### src/rtl/ser9_pkg.sv
package ser9_pkg;
  // Format captured at hand-off.
  typedef struct packed {
    logic nine;
    logic two_stop;
    logic bit9;
  } txfmt_t;

  // Start bit plus the mandatory stop bit.
  localparam int unsigned FIXED_BITS = 2;
  // Optional ninth bit plus optional second stop bit.
  localparam int unsigned OPT_BITS = 2;
endpackage

### src/rtl/ser9_txbuf.sv
module ser9_txbuf #(
  parameter int unsigned DATA_W = 8
) (
  input  logic              clk,
  input  logic              rst_ni,
  input  logic              wr_stb,
  input  logic [DATA_W-1:0] wr_data,
  input  logic              take,
  output logic              full,
  output logic [DATA_W-1:0] data
);
  logic              full_q, full_d;
  logic [DATA_W-1:0] data_q;
  logic              load_en;

  // A write is accepted when empty, or when the held entry leaves this cycle.
  assign load_en = wr_stb && (!full_q || take);

  always_comb begin
    full_d = full_q;
    if (take)    full_d = 1'b0;
    if (load_en) full_d = 1'b1;
  end

  always_ff @(posedge clk or negedge rst_ni) begin
    if (!rst_ni) full_q <= 1'b0;
    else         full_q <= full_d;
  end

  always_ff @(posedge clk or negedge rst_ni) begin
    if (!rst_ni)      data_q <= '0;
    else if (load_en) data_q <= wr_data;
  end

  assign full = full_q;
  assign data = data_q;
endmodule

### src/rtl/ser9_bittimer.sv
module ser9_bittimer #(
  parameter int unsigned OVERSAMPLE = 16
) (
  input  logic clk,
  input  logic rst_ni,
  input  logic restart,
  input  logic run,
  input  logic tick,
  output logic bit_end
);
  localparam int unsigned CW = (OVERSAMPLE > 1) ? $clog2(OVERSAMPLE) : 1;
  localparam logic [CW-1:0] LAST = CW'(OVERSAMPLE - 1);

  logic [CW-1:0] cnt_q, cnt_d;
  logic          cnt_en;

  assign cnt_en  = restart || (run && tick);
  assign bit_end = run && tick && (cnt_q == LAST);

  always_comb begin
    cnt_d = cnt_q;
    if (restart)            cnt_d = '0;
    else if (cnt_q == LAST) cnt_d = '0;
    else                    cnt_d = cnt_q + 1'b1;
  end

  always_ff @(posedge clk or negedge rst_ni) begin
    if (!rst_ni)     cnt_q <= '0;
    else if (cnt_en) cnt_q <= cnt_d;
  end
endmodule

### src/rtl/ser9_shifter.sv
module ser9_shifter
  import ser9_pkg::*;
#(
  parameter int unsigned DATA_W = 8
) (
  input  logic              clk,
  input  logic              rst_ni,
  input  logic              load,
  input  logic [DATA_W-1:0] data,
  input  txfmt_t            fmt,
  input  logic              bit_end,
  output logic              busy,
  output logic              last_bit,
  output logic              txd
);
  localparam int unsigned FRAME_W = DATA_W + FIXED_BITS + OPT_BITS;
  localparam int unsigned LW      = $clog2(FRAME_W);

  logic [FRAME_W-1:0] sh_q, sh_d, frame_vec;
  logic [LW-1:0]      left_q, left_d, left_init;
  logic               busy_q, busy_d;
  logic               step_en;

  // Positions beyond the data default high, so they act as stop bits or idle.
  always_comb begin
    frame_vec = '1;
    frame_vec[0] = 1'b0;
    for (int i = 0; i < int'(DATA_W); i++) frame_vec[i+1] = data[i];
    if (fmt.nine) frame_vec[DATA_W+1] = fmt.bit9;
  end

  assign left_init = LW'(DATA_W + FIXED_BITS - 1) + LW'(fmt.nine) + LW'(fmt.two_stop);
  assign step_en   = load || (bit_end && busy_q);

  always_comb begin
    sh_d   = sh_q;
    left_d = left_q;
    busy_d = busy_q;
    if (load) begin
      sh_d   = frame_vec;
      left_d = left_init;
      busy_d = 1'b1;
    end else begin
      sh_d = {1'b1, sh_q[FRAME_W-1:1]};
      if (left_q == '0) busy_d = 1'b0;
      else              left_d = left_q - 1'b1;
    end
  end

  always_ff @(posedge clk or negedge rst_ni) begin
    if (!rst_ni) begin
      sh_q   <= '1;
      left_q <= '0;
      busy_q <= 1'b0;
    end else if (step_en) begin
      sh_q   <= sh_d;
      left_q <= left_d;
      busy_q <= busy_d;
    end
  end

  assign busy     = busy_q;
  assign last_bit = busy_q && (left_q == '0);
  assign txd      = sh_q[0];
endmodule

### src/rtl/ser9_tx.sv
module ser9_tx
  import ser9_pkg::*;
#(
  parameter int unsigned DATA_W      = 8,
  parameter int unsigned OVERSAMPLE  = 16,
  parameter int unsigned SYNC_STAGES = 2
) (
  input  logic              clk,
  input  logic              rst_n,
  input  logic              bit_tick,
  input  logic              wr_stb,
  input  logic [DATA_W-1:0] wr_data,
  input  logic              cfg_nine,
  input  logic              cfg_two_stop,
  input  logic              cfg_bit9,
  input  logic              irq_en,
  output logic              txd,
  output logic              buf_empty,
  output logic              irq
);
  logic [SYNC_STAGES-1:0] rst_sync_q;
  logic                   rst_ni;
  logic                   buf_full, busy, last_bit, bit_end, take;
  logic [DATA_W-1:0]      buf_data;
  txfmt_t                 fmt;

  // Assert asynchronously, release on the clock.
  always_ff @(posedge clk or negedge rst_n) begin
    if (!rst_n) rst_sync_q <= '0;
    else        rst_sync_q <= {rst_sync_q[SYNC_STAGES-2:0], 1'b1};
  end
  assign rst_ni = rst_sync_q[SYNC_STAGES-1];

  assign fmt  = '{nine: cfg_nine, two_stop: cfg_two_stop, bit9: cfg_bit9};
  // Hand-off when idle, or chained onto the final tick of the last bit.
  assign take = buf_full && (!busy || (bit_end && last_bit));

  ser9_txbuf #(.DATA_W(DATA_W)) u_buf (
    .clk     (clk),
    .rst_ni  (rst_ni),
    .wr_stb  (wr_stb),
    .wr_data (wr_data),
    .take    (take),
    .full    (buf_full),
    .data    (buf_data)
  );

  ser9_bittimer #(.OVERSAMPLE(OVERSAMPLE)) u_timer (
    .clk     (clk),
    .rst_ni  (rst_ni),
    .restart (take),
    .run     (busy),
    .tick    (bit_tick),
    .bit_end (bit_end)
  );

  ser9_shifter #(.DATA_W(DATA_W)) u_shift (
    .clk      (clk),
    .rst_ni   (rst_ni),
    .load     (take),
    .data     (buf_data),
    .fmt      (fmt),
    .bit_end  (bit_end),
    .busy     (busy),
    .last_bit (last_bit),
    .txd      (txd)
  );

  assign buf_empty = !buf_full;
  assign irq       = irq_en && buf_empty;
endmodule

### config.mk
export PLATFORM = sky130hd
export DESIGN_NAME = ser9_tx
export DESIGN_NICKNAME = d
export VERILOG_FILES = /design/src/rtl/ser9_pkg.sv /design/src/rtl/ser9_txbuf.sv /design/src/rtl/ser9_bittimer.sv /design/src/rtl/ser9_shifter.sv /design/src/rtl/ser9_tx.sv
export SDC_FILE = /design/constraint.sdc
export NUM_CORES = 1
export LEC_CHECK = 0
export BUFFER_PORTS_ARGS = -buffer_cell sky130_fd_sc_hd__buf_2
export CORE_MARGIN = 1
export CORE_UTILIZATION = 33
export CTS_CLUSTER_DIAMETER = 50
export DETAILED_ROUTE_END_ITERATION = 10
export REMOVE_ABC_BUFFERS = 1
export SLEW_MARGIN = 20
export SYNTH_ARGS = -nofsm -noshare
export SYNTH_HDL_FRONTEND = slang
export SYNTH_SLANG_ARGS = --single-unit
### constraint.sdc
create_clock -name clk -period 2.5 [get_ports clk]
set_input_delay 0.25 -clock clk [delete_from_list [all_inputs] [get_ports clk]]
set_output_delay 0.25 -clock clk [all_outputs]
set_load 0.01 [all_outputs]
# ---- Word level (Yosys, flattened, before mapping)
# Cells that the tools add are included.
dict set report word_totals {
  output_inout_bits 3
  ff_bits 32
  wordCells 42
}
dict set report classes {
  eq_ne 2
  reduce_logical 19
  muxes 10
  add_sub_neg 4
}
# op count
set ops {}
lappend ops {{2-to-1 mux 4 bit} 4}
lappend ops {{2-to-1 mux 11 bit} 1}
lappend ops {{logical AND 1 bit} 8}
lappend ops {{2-to-1 mux 1 bit} 5}
lappend ops {{adder 4 x 1 -> 4 bit} 1}
lappend ops {{adder 4 x 1 -> 4 bit, first input constant} 1}
lappend ops {{adder 4 x 1 -> 4 bit, second input constant} 1}
lappend ops {{== test 4 bit, second input constant} 1}
lappend ops {{zero test 4 bit} 1}
lappend ops {{logical OR 1 bit} 4}
lappend ops {{AND reduction 2 bit} 2}
lappend ops {{nonzero test 2 bit} 2}
lappend ops {{subtractor 4 x 1 -> 4 bit, second input constant} 1}
lappend ops {{zero test 1 bit} 2}
lappend ops {{inequality test 2 bit, second input constant} 1}

# ---- Depth between registers and ports, before layout
dict set report depth {
  depth_word 8
  depth_mapped 8
}

# ---- Modules after synthesis
# Synthesis repeated with hierarchy kept, for this count alone.
dict set report unflattened {
  hier_cells 127
  area_unflattened_um2 1436.4
}
# module n_inst cells_each area_per_inst_um2 seq_area_each_um2
set modules_own_cells {}
lappend modules_own_cells {ser9_shifter 1 77 778.2 387.9}
lappend modules_own_cells {ser9_txbuf 1 20 377.9 225.2}
lappend modules_own_cells {ser9_bittimer 1 23 203.9 100.1}
lappend modules_own_cells {ser9_tx 1 7 76.3 50.0}

# ---- Least setup slack after synthesis
# No wires, ideal clock.
dict set report synth_timing {
  path_kind {register to register}
  startpoint {register u_shift.left_q[0]}
  endpoint {register u_buf.data_q[0], in the netlist u_buf.data[0]}
  period_less_slack_ps 1703
  setup_ps 125
  n_path_buf 0
  path_stages_with_launch 7
  path_slack_ps 797
  arrival_time_ps 1578
  path_cell_list {dfrtp_1 inv_1 ha_1 or3b_4 o21ai_4 o21ai_4 mux2_2}
}
dict set report synth_via {
  elab_chain_cells 7
}
# element line
set synth_lines {}
lappend synth_lines {{start: declaration} ser9_shifter.sv:20} ;# logic [LW-1:0] left_q, left_d, left_init;
lappend synth_lines {{start signal: assignment} ser9_shifter.sv:57} ;# left_q <= left_d;
lappend synth_lines {{zero test 4 bit} ser9_shifter.sv:63} ;# assign last_bit = busy_q && (left_q == '0);
lappend synth_lines {{logical AND 1 bit} ser9_shifter.sv:63}
lappend synth_lines {{logical AND 1 bit} ser9_tx.sv:36} ;# assign take = buf_full && (!busy || (bit_end && last_bit));
lappend synth_lines {{logical OR 1 bit} ser9_tx.sv:36}
lappend synth_lines {{logical AND 1 bit} ser9_tx.sv:36}
lappend synth_lines {{logical OR 1 bit} ser9_txbuf.sv:17} ;# assign load_en = wr_stb && (!full_q || take);
lappend synth_lines {{logical AND 1 bit} ser9_txbuf.sv:17}
lappend synth_lines {{end signal: assignment} ser9_txbuf.sv:32} ;# else if (load_en) data_q <= wr_data;
lappend synth_lines {{end: declaration} ser9_txbuf.sv:13} ;# logic [DATA_W-1:0] data_q;
# Every way passes these cells.
# A chain may end at the register's enable or synchronous reset.

# ---- Worst setup path in the final report
dict set report layout_timing {
  startpoint {register u_timer.cnt_q[0]}
  endpoint {register u_timer.cnt_q[3]}
}
dict set report layout_via {
  elab_chain_cells 6
  word_cells_on_any_way 9
  classes_between {1 x add/sub; 1 x eq/ne; 2 x mux; 5 x reduce/logical}
}
# element line
set layout_lines {}
lappend layout_lines {{start: declaration} ser9_bittimer.sv:14} ;# logic [CW-1:0] cnt_q, cnt_d;
lappend layout_lines {{start signal: assignment} ser9_bittimer.sv:29} ;# else if (cnt_en) cnt_q <= cnt_d;
lappend layout_lines {{branches (longest 6 deep; another with adder 4 x 1 -> 4 bit)} -}
# Several ways; the timed one is not identified.

==> summary.txt <==
Critical path
  • Worst-path cell chain: ha_1 -> and4_1 -> a21o_1 -> nor4_1 -> a221o_1
  • Cell family with most CP delay: compound AO/OA/AOI/OAI gates
  • Critical Path Fanout Max: 13
  • Crit. End Element: register
  • Worst setup path category: register to register
  • Worst setup SP type: register
  • CP arrival: 2.11 ns
  • Worst path bufs/invs: 0
  • CP max stage cell: dfrtp_1
  • Max stage delay on crit path: about 0.44 ns
  • Data required, critical path: 2.67 ns

Placement
  • Post-DP Area: 1620 um2
  • # placed instances: 207
  • Port bufs: 18
  • Detailed Place HPWL: ~2.2 mm
  • GP Congestion: 0.775

Clock tree
  • TritonCTS buffer count: 5
  • Clock Sinks: 30
  • Worst-skew pair later-pin latency: 0.28 ns
  • Post-CTS resize count: 0
  • CTS clk-pin slew, worst paths: approximately 0.070 ns
  • H-Tree Depth: 2
  • TritonCTS clock tree: done
  • CTS Buffer Depth: 2
  • Setup Buffers After CTS: 0
  • CTS hold repair buffers: 1
  • CTS root buf: clkbuf_8

Finish
  • Area grow syn2layout: 15.0%
  • Number of nets in the layout: 183
  • Final Instance Count excl. Fillers: 216
  • Area of the multi-input gates: 664 um2
  • Fillers: 432
  • Flip-flop and latch area: between 700 and 800 um2
  • N_diodes: 0
  • Layout cells sized above 1: 31.7%
  • Final instance area: 1740 um2

Timing
  • Worst Skew: 0.00737 ns
  • Slew Viols, Final: 0
  • Post-route setup TNS: 0 ns
  • Tmin final: between 1.5 and 2 ns
  • RSZ-0062 raised after global routing: false
  • Worst-margin pin slew: 0.520 ns
  • Highest clock rate: 515 MHz
  • Worst slew margin: between 60% and 70%
  • Fin. Hold Viols: 0
  • Final worst-path cycle share: 77.7%
  • Final setup viols: 0

Drt
  • DRC Markers: 0
  • DRT Wirelength: 3.00 mm
  • Via density: ~5.2
  • Antenna Violating Nets Remaining: 0
  • Average wire per standard cell: 13.9 um
  • DRT Pass-1 Iters: 6
  • Routed via count: 1117
  • DR iter-0 viols: 65

Synth
  • Synthesized instance count: 142
  • Synthesized area: between 1500 and 2000 um2
  • Unique masters post-synth: 40
  • Syn Area/Cell: 10.6 um2
  • Ys async rst share: 100%
  • Share of the yosys chip area belonging to registers: 50.5%
  • Synth Register Bits: 30
  • EDFF count, synth: 0
  • Synth Flop Type: dfrtp_1
  • Synth warn: 0

Power
  • Lkg Pwr: 0.789 nW
  • Pwr dens: 978 nW/um2
  • Peak supply drop: between 0.0005 and 0.0006 V

Floorplanning
  • Die X: 69.7 um
  • Row Count: 24
  • I/O pin count: 19
  • Initial Utilization: 34.5%
  • Die Area: ~4900 um2
  • Height of the chip: 69.7 um
  • Total core area: approximately 4400 um2

Run status
  • Status: complete, no violations

GRT
  • Number of global-route vias before repair: roughly 1100
  • First-pass GRT wire length: 5.23 mm
  • Largest net degree at the start of global routing: 25
  • Initial antenna violation count: 0
  • Overflow after GRT: 0
  • Total Routing Usage GR: ~14%

Min path
  • Worst min-delay path class: input port to register

Run
  • Max_cap viols: 0
-- registers in the layout, summed over array words and instances (netlist names) --
register / cells
u_shift.sh_q: 10
u_shift.busy: 1
u_shift.left_q: 4
u_buf.full: 1
rst_sync_q: 2
u_timer.cnt_q: 4
u_buf.data: 8
-- cell usage in the layout (no fill, tap or decap), drive strengths merged, types with 3 or more instances in the layout --
cell type / Yosys / routed
a21oi: 3 / 3
nor2: 11 / 11
ha: 4 / 4
mux2: 8 / 8
buf: 6 / 20
dfrtp: 20 / 20
inv: 6 / 6
nand3: 5 / 5
dfstp: 10 / 10
a31oi: 8 / 8
a21o: 4 / 4
o21ai: 9 / 9
clkbuf: 1 / 7
nand2: 21 / 21
-- cell type report --
class                   instances  area share, %
multi-input cells              99           38.2
clock buffers                   7           4.39
flip-flops and latches         30           44.0
well taps                      52           3.74
repair buffers                 21           6.62
clock inverters                 1           1.73
inverters                       6           1.30
-- through the flow --
stage / power, mW / setup slack (ns) / hold WS [ns] / utilization, %
6_report: 1.70 / 0.558 / 0.197 / 39.6
5_1_grt: 1.81 / 0.474 / 0.188 / 39.6
4_1_cts: 1.71 / 0.585 / 0.191 / 39.6
3_5_place_dp: 1.23 / 0.600 / 0.0361 / 37.0
3_3_place_gp: 1.19 / 0.682 / 0.0341 / 37.0
2_1_floorplan: 1.10 / 0.797 / -0.0456 / -
-- metal layers --
layer	GRT usage, %	vias up	share of wire [%]
li1	-	538	-
met1	17.3	543	46
met2	22.2	28	48
met3	4.07	8	4.4
met4	6.44	0	2.2
met5	0	-	0
-- logic make-up (layout without fill, tap and decap cells) --
family | after synthesis | count (layout) | synth area share (%)
AOI/OAI and AO/OA | 35 | 35 | 17.4
xor gates and xnor gates | 1 | 1 | 0.580
adders and majority gates | 4 | 4 | 3.31
buffers and inverters | 13 | 35 | 5.55
DFF | 30 | 30 | 50.5
muxes | 9 | 9 | 6.62
other | 1 | 1 | 0.248
and+or+nand+nor | 49 | 49 | 15.8
-- Yosys cell counts, types with 2 or more instances --
| cell type | instances | area [um2] |
|---|---|---|
| nand2_1 | 21 | 78.8 |
| dfrtp_1 | 20 | 500 |
| nor2_1 | 11 | 41.3 |
| dfstp_2 | 10 | 263 |
| a31oi_1 | 8 | 50.1 |
| mux2_2 | 8 | 90.1 |
| o21ai_0 | 7 | 35.0 |
| inv_1 | 6 | 22.5 |
| nand3_1 | 5 | 25.0 |
| a21o_1 | 4 | 30.0 |
| ha_1 | 4 | 50.1 |
| a21boi_0 | 2 | 15.0 |
| a21oi_1 | 2 | 10.0 |
| buf_2 | 2 | 10.0 |
| buf_4 | 2 | 15.0 |
| buf_6 | 2 | 22.5 |
| nor2b_1 | 2 | 12.5 |
| nor4b_1 | 2 | 17.5 |
| o21ai_4 | 2 | 32.5 |
| o21bai_1 | 2 | 15.0 |
-- report_power, final --
group          internal (mW)  leakage [nW]  total, mW  switching, mW
Combinational          0.195         0.399      0.386          0.191
Clock                  0.298        0.0524      0.476          0.178
Sequential             0.699         0.338      0.837          0.138
Total                   1.19         0.789       1.70          0.508
-- path summary, 6_finish.rpt --
kind	start	endpoint	slack [ns]	depth (start not counted)
min in group asynchronous	rst_sync_q[1]$_DFF_PN0_	u_buf.full$_DFFE_PN0P_	0.23	0
worst max-delay path	u_timer.cnt_q[0]$_DFFE_PN0P_	u_timer.cnt_q[3]$_DFFE_PN0P_	0.56	5
worst min register to register	rst_sync_q[1]$_DFF_PN0_	u_buf.full$_DFFE_PN0P_	0.23	0
worst max register to register	u_timer.cnt_q[0]$_DFFE_PN0P_	u_timer.cnt_q[3]$_DFFE_PN0P_	0.56	5
max in group asynchronous	rst_sync_q[1]$_DFF_PN0_	u_shift.sh_q[0]$_DFFE_PN1P_	1.69	1
worst min-delay path	wr_data[4]	u_buf.data[4]$_DFFE_PN0P_	0.20	2
Power figures use the tool's default switching activity.
